[src/rtl/rng_pkg.sv]
package rng_pkg;
  localparam int NSRC   = 3;
  localparam int DATA_W = 64;
  localparam int WAIT_W = 16;
  localparam int SEL_W  = 2;
  localparam int CTL_W  = NSRC + 1 + SEL_W + WAIT_W;
  localparam logic [DATA_W-1:0] CRC_POLY = 64'h231D_CEE9_1262_B8A3;
  localparam logic [SEL_W-1:0]  SEL_QUIET = 2'b11;

  typedef struct packed {
    logic [WAIT_W-1:0] wait_cyc;
    logic [SEL_W-1:0]  out_sel;
    logic              interlock;
    logic [NSRC-1:0]   src_en;
  } rng_ctl_t;
endpackage

[src/rtl/rng_mix.sv]
module rng_mix #(
  parameter int N = 3
) (
  input  logic [N-1:0] ent_i,
  input  logic [N-1:0] en_i,
  output logic         mix_o
);
  logic [N-1:0] gated;
  for (genvar g = 0; g < N; g++) begin : g_src
    assign gated[g] = ent_i[g] & en_i[g];
  end
  assign mix_o = ^gated;
endmodule

[src/rtl/rng_crc.sv]
module rng_crc #(
  parameter int          W    = 64,
  parameter logic [W-1:0] POLY = '0
) (
  input  logic         clk,
  input  logic         rst,
  input  logic         mix_i,
  output logic [W-1:0] state_o
);
  logic [W-1:0] state_q;
  logic         fb;

  assign fb = state_q[W-1] ^ mix_i;

  always_ff @(posedge clk) begin
    if (rst) state_q <= '0;
    else     state_q <= {state_q[W-2:0], 1'b0} ^ (fb ? POLY : '0);
  end

  assign state_o = state_q;

  AST_ZERO_STAYS: assert property (@(posedge clk) disable iff (rst)
    (state_q == '0 && !mix_i) |=> state_q == '0);
  AST_PLAIN_SHIFT: assert property (@(posedge clk) disable iff (rst)
    (!state_q[W-1] && !mix_i) |=> state_q == {$past(state_q[W-2:0]), 1'b0});
endmodule

[src/rtl/rng_gate.sv]
module rng_gate #(
  parameter int CW = 16
) (
  input  logic          clk,
  input  logic          rst,
  input  logic          interlock,
  input  logic [CW-1:0] wait_cyc,
  input  logic          rd_ready,
  output logic          rd_valid
);
  logic [CW-1:0] cnt_q;
  logic          accept;

  assign rd_valid = !interlock || (cnt_q >= wait_cyc);
  assign accept   = rd_valid && rd_ready;

  always_ff @(posedge clk) begin
    if (rst)                 cnt_q <= '0;
    else if (accept)         cnt_q <= '0;
    else if (cnt_q != '1)    cnt_q <= cnt_q + 1'b1;
  end

  AST_HOLD_VALID: assert property (@(posedge clk) disable iff (rst)
    (interlock && rd_valid && !rd_ready) |=>
      (rd_valid || !$stable(wait_cyc) || !$stable(interlock)));
  AST_ACCEPT_STALL: assert property (@(posedge clk) disable iff (rst)
    (interlock && accept) |=>
      (!rd_valid || wait_cyc == '0 || !interlock || !$stable(wait_cyc)));
endmodule

[src/rtl/rng_core.sv]
module rng_core
  import rng_pkg::*;
(
  input  logic                clk,
  input  logic                rst,
  input  logic [NSRC-1:0]     ent_i,
  input  logic                ctl_wr,
  input  logic [CTL_W-1:0]    ctl_wdata,
  output logic                rd_valid,
  input  logic                rd_ready,
  output logic [DATA_W-1:0]   rd_data
);
  rng_ctl_t          ctl_q;
  logic              mix;
  logic [DATA_W-1:0] crc;

  always_ff @(posedge clk) begin
    if (rst)         ctl_q <= '0;
    else if (ctl_wr) ctl_q <= rng_ctl_t'(ctl_wdata);
  end

  rng_mix #(.N(NSRC)) u_mix (
    .ent_i (ent_i),
    .en_i  (ctl_q.src_en),
    .mix_o (mix)
  );

  rng_crc #(.W(DATA_W), .POLY(CRC_POLY)) u_crc (
    .clk     (clk),
    .rst     (rst),
    .mix_i   (mix),
    .state_o (crc)
  );

  rng_gate #(.CW(WAIT_W)) u_gate (
    .clk       (clk),
    .rst       (rst),
    .interlock (ctl_q.interlock),
    .wait_cyc  (ctl_q.wait_cyc),
    .rd_ready  (rd_ready),
    .rd_valid  (rd_valid)
  );

  assign rd_data = (ctl_q.out_sel == SEL_QUIET) ? '0 : crc;

  AST_RESET_CLEAR: assert property (@(posedge clk)
    rst |=> (crc == '0 && ctl_q == '0 && rd_valid));
  AST_FREE_READ: assert property (@(posedge clk) disable iff (rst)
    (ctl_wr && !ctl_wdata[NSRC]) |=> rd_valid);
endmodule

[config.mk]
export PLATFORM = sky130hd
export DESIGN_NAME = rng_core
export DESIGN_NICKNAME = d
export VERILOG_FILES = /design/src/rtl/rng_pkg.sv /design/src/rtl/rng_mix.sv /design/src/rtl/rng_crc.sv /design/src/rtl/rng_gate.sv /design/src/rtl/rng_core.sv
export SDC_FILE = /design/constraint.sdc
export NUM_CORES = 1
export LEC_CHECK = 0
export CORE_UTILIZATION = 46
export CTS_CLUSTER_SIZE = 28
export DETAILED_ROUTE_END_ITERATION = 10
export PLACE_DENSITY_LB_ADDON = 0.25
export SLEW_MARGIN = 20
export SYNTH_ARGS = -nofsm -noshare
export SYNTH_HDL_FRONTEND = slang
export SYNTH_SLANG_ARGS = --single-unit
[constraint.sdc]
create_clock -name clk -period 1.9 [get_ports clk]
set_input_delay 0.38 -clock clk [delete_from_list [all_inputs] [get_ports clk]]
set_output_delay 0.38 -clock clk [all_outputs]
set_load 0.03 [all_outputs]
* Yosys cells after proc, flatten, opt, wreduce, memory -nomap -nowiden *
Cells that the tools add are included.

cells by class
  equality and inequality tests = 2
  add/subtract/negate cells = 1
  bitwise logic cells = 5
  $lt $le $gt $ge = 1
  reductions and logical operators = 5
  muxes and demuxes = 2

operators with widths
  cell                                                              number
  64-bit 2-to-1 mux                                                 1
  64-bit XOR                                                        1
  62-bit 2-to-1 mux                                                 1
  16-bit by 1-bit adder with 16-bit output (second input constant)  1
  16-bit greater-or-equal comparator                                1
  16-bit != test (second input constant)                            1
  1-bit bitwise AND                                                 3
  3-bit XOR reduction                                               1
  2-bit == test (second input constant)                             1
  2-bit OR reduction                                                1
  1-bit logical AND                                                 1
  1-bit logical NOT                                                 1
  1-bit logical OR                                                  1
  1-bit XOR                                                         1

word-level totals
  logic and storage cells = 22
  flip-flop bits (word level) = 102

* Depth between registers and ports, before layout *
  depth in word-level cells = 5
  mapped depth = 8
  mapped depth without buffers = 7

* Cells and area by module *
A second synthesis with hierarchy kept.

unflattened totals
  cell total of the unflattened synthesis = 494
  area total of the unflattened synthesis = 4788.3 um^2

by module, submodules not included
  module    area each (um^2)  cells an instance  sequential area each (um^2)  times used
  rng_crc   2323.5            200                1281.2                       1
  rng_core  1238.7            142                440.4                        1
  rng_gate  1192.4            148                320.3                        1
  rng_mix   33.8              4                  0.0                          1

* Least setup slack after synthesis *
Ideal clock, no wire load.

  kind = reg-to-output
  start point = reg ctl_q[19] (netlist name)
  end point = out rd_valid
  data arrival time = 1.769 ns
  buffers on the path = 0
  setup slack = -0.249 ns
  cell stages (with the launch flop) = 7
  cell sequence = dfxtp_1 inv_1 ha_1 nand4_1 or3_1 or4_4 nand3_1

between the ends
  cells in the longest elaborated chain, start to end = 2

RTL lines
  element                             RTL line        text
  from (decl)                         rng_core.sv:13  rng_ctl_t ctl_q;
  from (signal assigned)              rng_core.sv:19  else if (ctl_wr) ctl_q <= rng_ctl_t'(ctl_wdata);
  16-bit greater-or-equal comparator  rng_gate.sv:14  assign rd_valid = !interlock || (cnt_q >= wait_cyc);
  1-bit logical OR                    rng_gate.sv:14
  to (decl)                           rng_core.sv:9   output logic rd_valid,

No other way between the ends.

* Worst setup path after layout *
  start point = reg ctl_q[17] (netlist name)
  end point = out rd_valid

The elaborated chain is that of the path after synthesis.

==> flow_metrics.py <==
metrics = {
    "routing": {
        "via_per_inst": 4.91,
        "drt.antenna.violating_nets": 0,
        "drtIter0Drc": 170,
        "num_vias": 3439,
        "drt-total-wl_mm": 9.22,
        "drc": 0,
        "dr.pass1.iters": 5,
        "wl_per_cell_um": 13.2,
    },
    "power_and_ir_drop": {
        "clockPowerShare_pct": 30.6,
        "p_comb_share_pct": 21.2,
        "p_leak_nw": 2.52,
        "p_sw_w": 0.00134,
        "intPower_w": 0.00355,
        "sw_frac_of_total_pct": 27.4,
        "ir_worst_vdd_mv": 0.551,
        "pwr-share-seq_pct": 48.2,
        "power_density_nw_per_um2": 825,
    },
    "layout": {
        "nets": 631,
        "diodes": 0,
        "nFillCells": 779,
        "drive_above_1_share_pct": 27.0,
        "area_growth_syn_to_layout_pct": 36.3,
    },
    "floorplanning": {
        "start_util_pct": 47.3,
        "die_h_um": 99.2,
        "die_x_um": 99.2,
        "io_pins": 94,
        "placementRows": 35,
        "core_area_um2": 9200,
        "die_area_um2": 9840,
    },
    "worst_hold_path": {
        "hp-class": "reg2reg",
        "hp-start": "u_crc.state_o[1]",
        "whs_endpoint": "u_crc.state_o[2]",
        "hold_depth": 1,
    },
    "worst_setup_path": {
        "start_kind": "flop",
        "worst_setup_path_end_kind": "output pin",
        "path_cells": "inv_2 -> ha_4 -> nand4_1 -> or3_1 -> or4_4 -> nand3_2 -> buf_6",
        "rr_endpoint": "u_gate.cnt_q[6]",
        "cp_slowest_cell": "or4_4",
        "crit_fanout": 2,
        "cp_num_buf_inv": 2,
        "arrival_ns": 2.22,
        "r2r-start": "ctl_q[17]",
        "max_stage_delay_ns": 0.46,
        "required_ns": 1.52,
        "crit_type": "reg2out",
        "critical-path-top-delay-family": "simple AND/OR/NAND/NOR gates",
        "worst_r2r_path_depth": 8,
        "regToRegSetupSlack_ns": -0.41,
    },
    "global_routing": {
        "grt_start_max_net_pins": 65,
        "grt_overflow": 0,
        "antenna_found_initial": 0,
        "first_global_vias": 3295,
        "track_usage_pct": 19.6,
        "grt_pass1_wl_mm": 15.3,
    },
    "clock_network": {
        "clk_pin_slew_ns": 0.10,
        "clk_latency_ns": 0.36,
        "cts_tree": "done",
        "cts-buffers-inserted": 9,
        "cts.sink_count": 102,
        "cts_max_level": 3,
        "cts_root_buf": "clkbuf_8",
        "clockBufferDepth": 2,
    },
    "placed_design": {
        "dp_slack_ns": -0.380,
        "gp_congestion": 0.827,
        "port_buffers": 93,
        "hpwl_mm": 6.38,
    },
    "timing": {
        "slew_violations": 0,
        "period_share_pct": 137,
        "setup_viol": 17,
        "worst-slew-pin-transition_ns": 0.833,
        "final_hold_viol_count": 0,
        "finalWorstSetupSlack_ns": -0.705,
        "clock_skew_ns": 0.0103,
        "fin_crit_ns": 2.60,
        "relSlewSlack_pct": 44.4,
        "rsz0062_at_grt": "true",
        "clock.fmax_mhz": 384,
        "tns_ns": -6.73,
    },
    "logic_synthesis": {
        "synth_edf_count": 0,
        "async_flop_share_pct": 0,
        "synth_ff_type": "dfxtp_1",
        "syn_inst": 464,
        "yosysTopAreaCellShare_pct": 47.0,
        "synth_area_leaders": "dfxtp_1 47%, and2_1 9.4%, mux2i_1 6.4%",
        "synth_commonest_cells": "102 x dfxtp_1, 65 x and2_1, 56 x nor2_1, 35 x nor2b_1, 31 x xnor2_1",
        "syn_area_um2": 4350,
        "seq_area_frac_synth_pct": 47.0,
        "yosysTopAreaCell": "dfxtp_1",
        "yosys.cell_count.top_type": "dfxtp_1",
        "ys_ff_latch": 102,
        "syn_avg_cell_area_um2": 9.37,
        "syn_nets": 510,
        "yosys_warnings": 0,
        "ys_types": 36,
    },
    "run_status": {
        "outcome": "finished with violations",
        "violations": "negative setup slack",
    },
    "flow_run": {
        "cap_violations": 0,
    },
}
[stage by stage]
step	instance area [um2]	total power (W)	cells	utilization [%]	hold WS, ns
2_1_floorplan	4360	0.00303	464	-	0.429
3_3_place_gp	5500	0.00338	680	59.8	0.436
3_5_place_dp	5500	0.00340	680	59.8	0.444
4_1_cts	5890	0.00494	700	64.1	0.463
5_1_grt	5920	0.00512	700	64.4	0.472
6_report	5920	0.00489	700	64.4	0.455
[layout by cell type (no fill, tap or decap), types with 2 or more instances in the layout]
| cell | synthesis | routed |
|---|---|---|
| o21ai_0 | 5 | 5 |
| and3_1 | 3 | 3 |
| inv_2 | 0 | 3 |
| buf_4 | 0 | 98 |
| nor3_1 | 17 | 4 |
| clkbuf_8 | 0 | 10 |
| a211oi_1 | 2 | 2 |
| dfxtp_2 | 0 | 9 |
| nand2b_1 | 3 | 3 |
| and4_1 | 2 | 2 |
| nor3_4 | 0 | 2 |
| clkdlybuf4s50_1 | 0 | 27 |
| nand2_1 | 16 | 16 |
| xor2_1 | 6 | 6 |
| nand3_1 | 7 | 6 |
| xnor2_1 | 31 | 30 |
| buf_6 | 1 | 3 |
| nor3_2 | 0 | 11 |
| ha_4 | 0 | 4 |
| nand4_1 | 7 | 7 |
| and2_1 | 65 | 65 |
| mux2i_1 | 28 | 28 |
| a21oi_1 | 5 | 5 |
| ha_1 | 17 | 13 |
| nor2b_1 | 35 | 35 |
| inv_1 | 18 | 15 |
| buf_12 | 0 | 5 |
| nor2_1 | 56 | 56 |
| dfxtp_1 | 102 | 93 |
| bufinv_16 | 0 | 2 |
[how the worst max path moves through the flow]
stage / start / to / slack (ns) / depth (start not counted)
6_report: ctl_q[17] / rd_valid / -0.70 / 7
3_5_place_dp: ctl_q[15] / rd_valid / -0.38 / 7
3_3_place_gp: ctl_q[16] / rd_valid / -0.30 / 7
4_1_cts: ctl_q[17] / rd_valid / -0.73 / 7
2_1_floorplan: ctl_q[20] / u_gate.cnt_q[12] / -0.16 / 8
5_1_grt: ctl_q[17] / rd_valid / -0.80 / 7
[per-layer routing]
metal / up-vias / share of wire [%] / global-route usage, % / wire, um
met5: - / 0 / 0 / 0
met2: 81 / 48 / 33.7 / 4460
met4: 0 / 1.2 / 5.43 / 107
met3: 13 / 3.9 / 5.06 / 359
li1: 1746 / - / - / -
met1: 1599 / 47 / 24.3 / 4300
[area by class of cell]
class | count | area [um2] | share of cell area (%)
Clock buffer | 10 | 138 | 2.32
Inverter | 18 | 67.6 | 1.14
Sequential cell | 102 | 2050 | 34.7
Multi-Input combinational cell | 320 | 2300 | 38.8
Tap cell | 111 | 139 | 2.34
Timing Repair Buffer | 134 | 1140 | 19.3
Clock inverter | 5 | 81.3 | 1.37
[worst register-to-register path, stage by stage, from the launching register on]
cell	delay, ns
dfxtp_2	0.35
inv_2	0.05
ha_4	0.25
nand4_1	0.15
or3_1	0.39
or4_4	0.46
a31oi_4	0.27
buf_6	0.20
a2111oi_4	0.04
[kinds of logic after synthesis]
family,share of synthesized area [%]
AND/OR/NAND/NOR,26.7
flip-flops,47.0
buffers and inverters,3.89
XOR/XNOR,7.46
multiplexers,6.45
AO/OA/AOI/OAI,3.66
adder cells (fa/ha/maj),4.89
[state kept, by name, indices dropped and copies added (netlist names)]
signal / count
u_crc.state_o: 64
u_gate.cnt_q: 16
ctl_q: 22
[repair_timing]
item / CTS / global route
setup buffers: 5 / 0
resized for setup: 31 / 4
endpoints found under the setup margin: 17 / 17
pin swaps: 14 / 3
hold buffers: 0 / 0
[power by group through the flow]
| stage | Clock [W] | Sequential (W) | Combinational [W] |
|---|---|---|---|
| floorplan | 0 | 0.00238 | 0.000652 |
| global placement | 0 | 0.00240 | 0.000985 |
| detailed placement | 0 | 0.00240 | 0.000996 |
| CTS | 0.00155 | 0.00236 | 0.00104 |
| global route | 0.00163 | 0.00238 | 0.00111 |
| finish | 0.00149 | 0.00236 | 0.00104 |
Power figures use the tool's default switching activity.
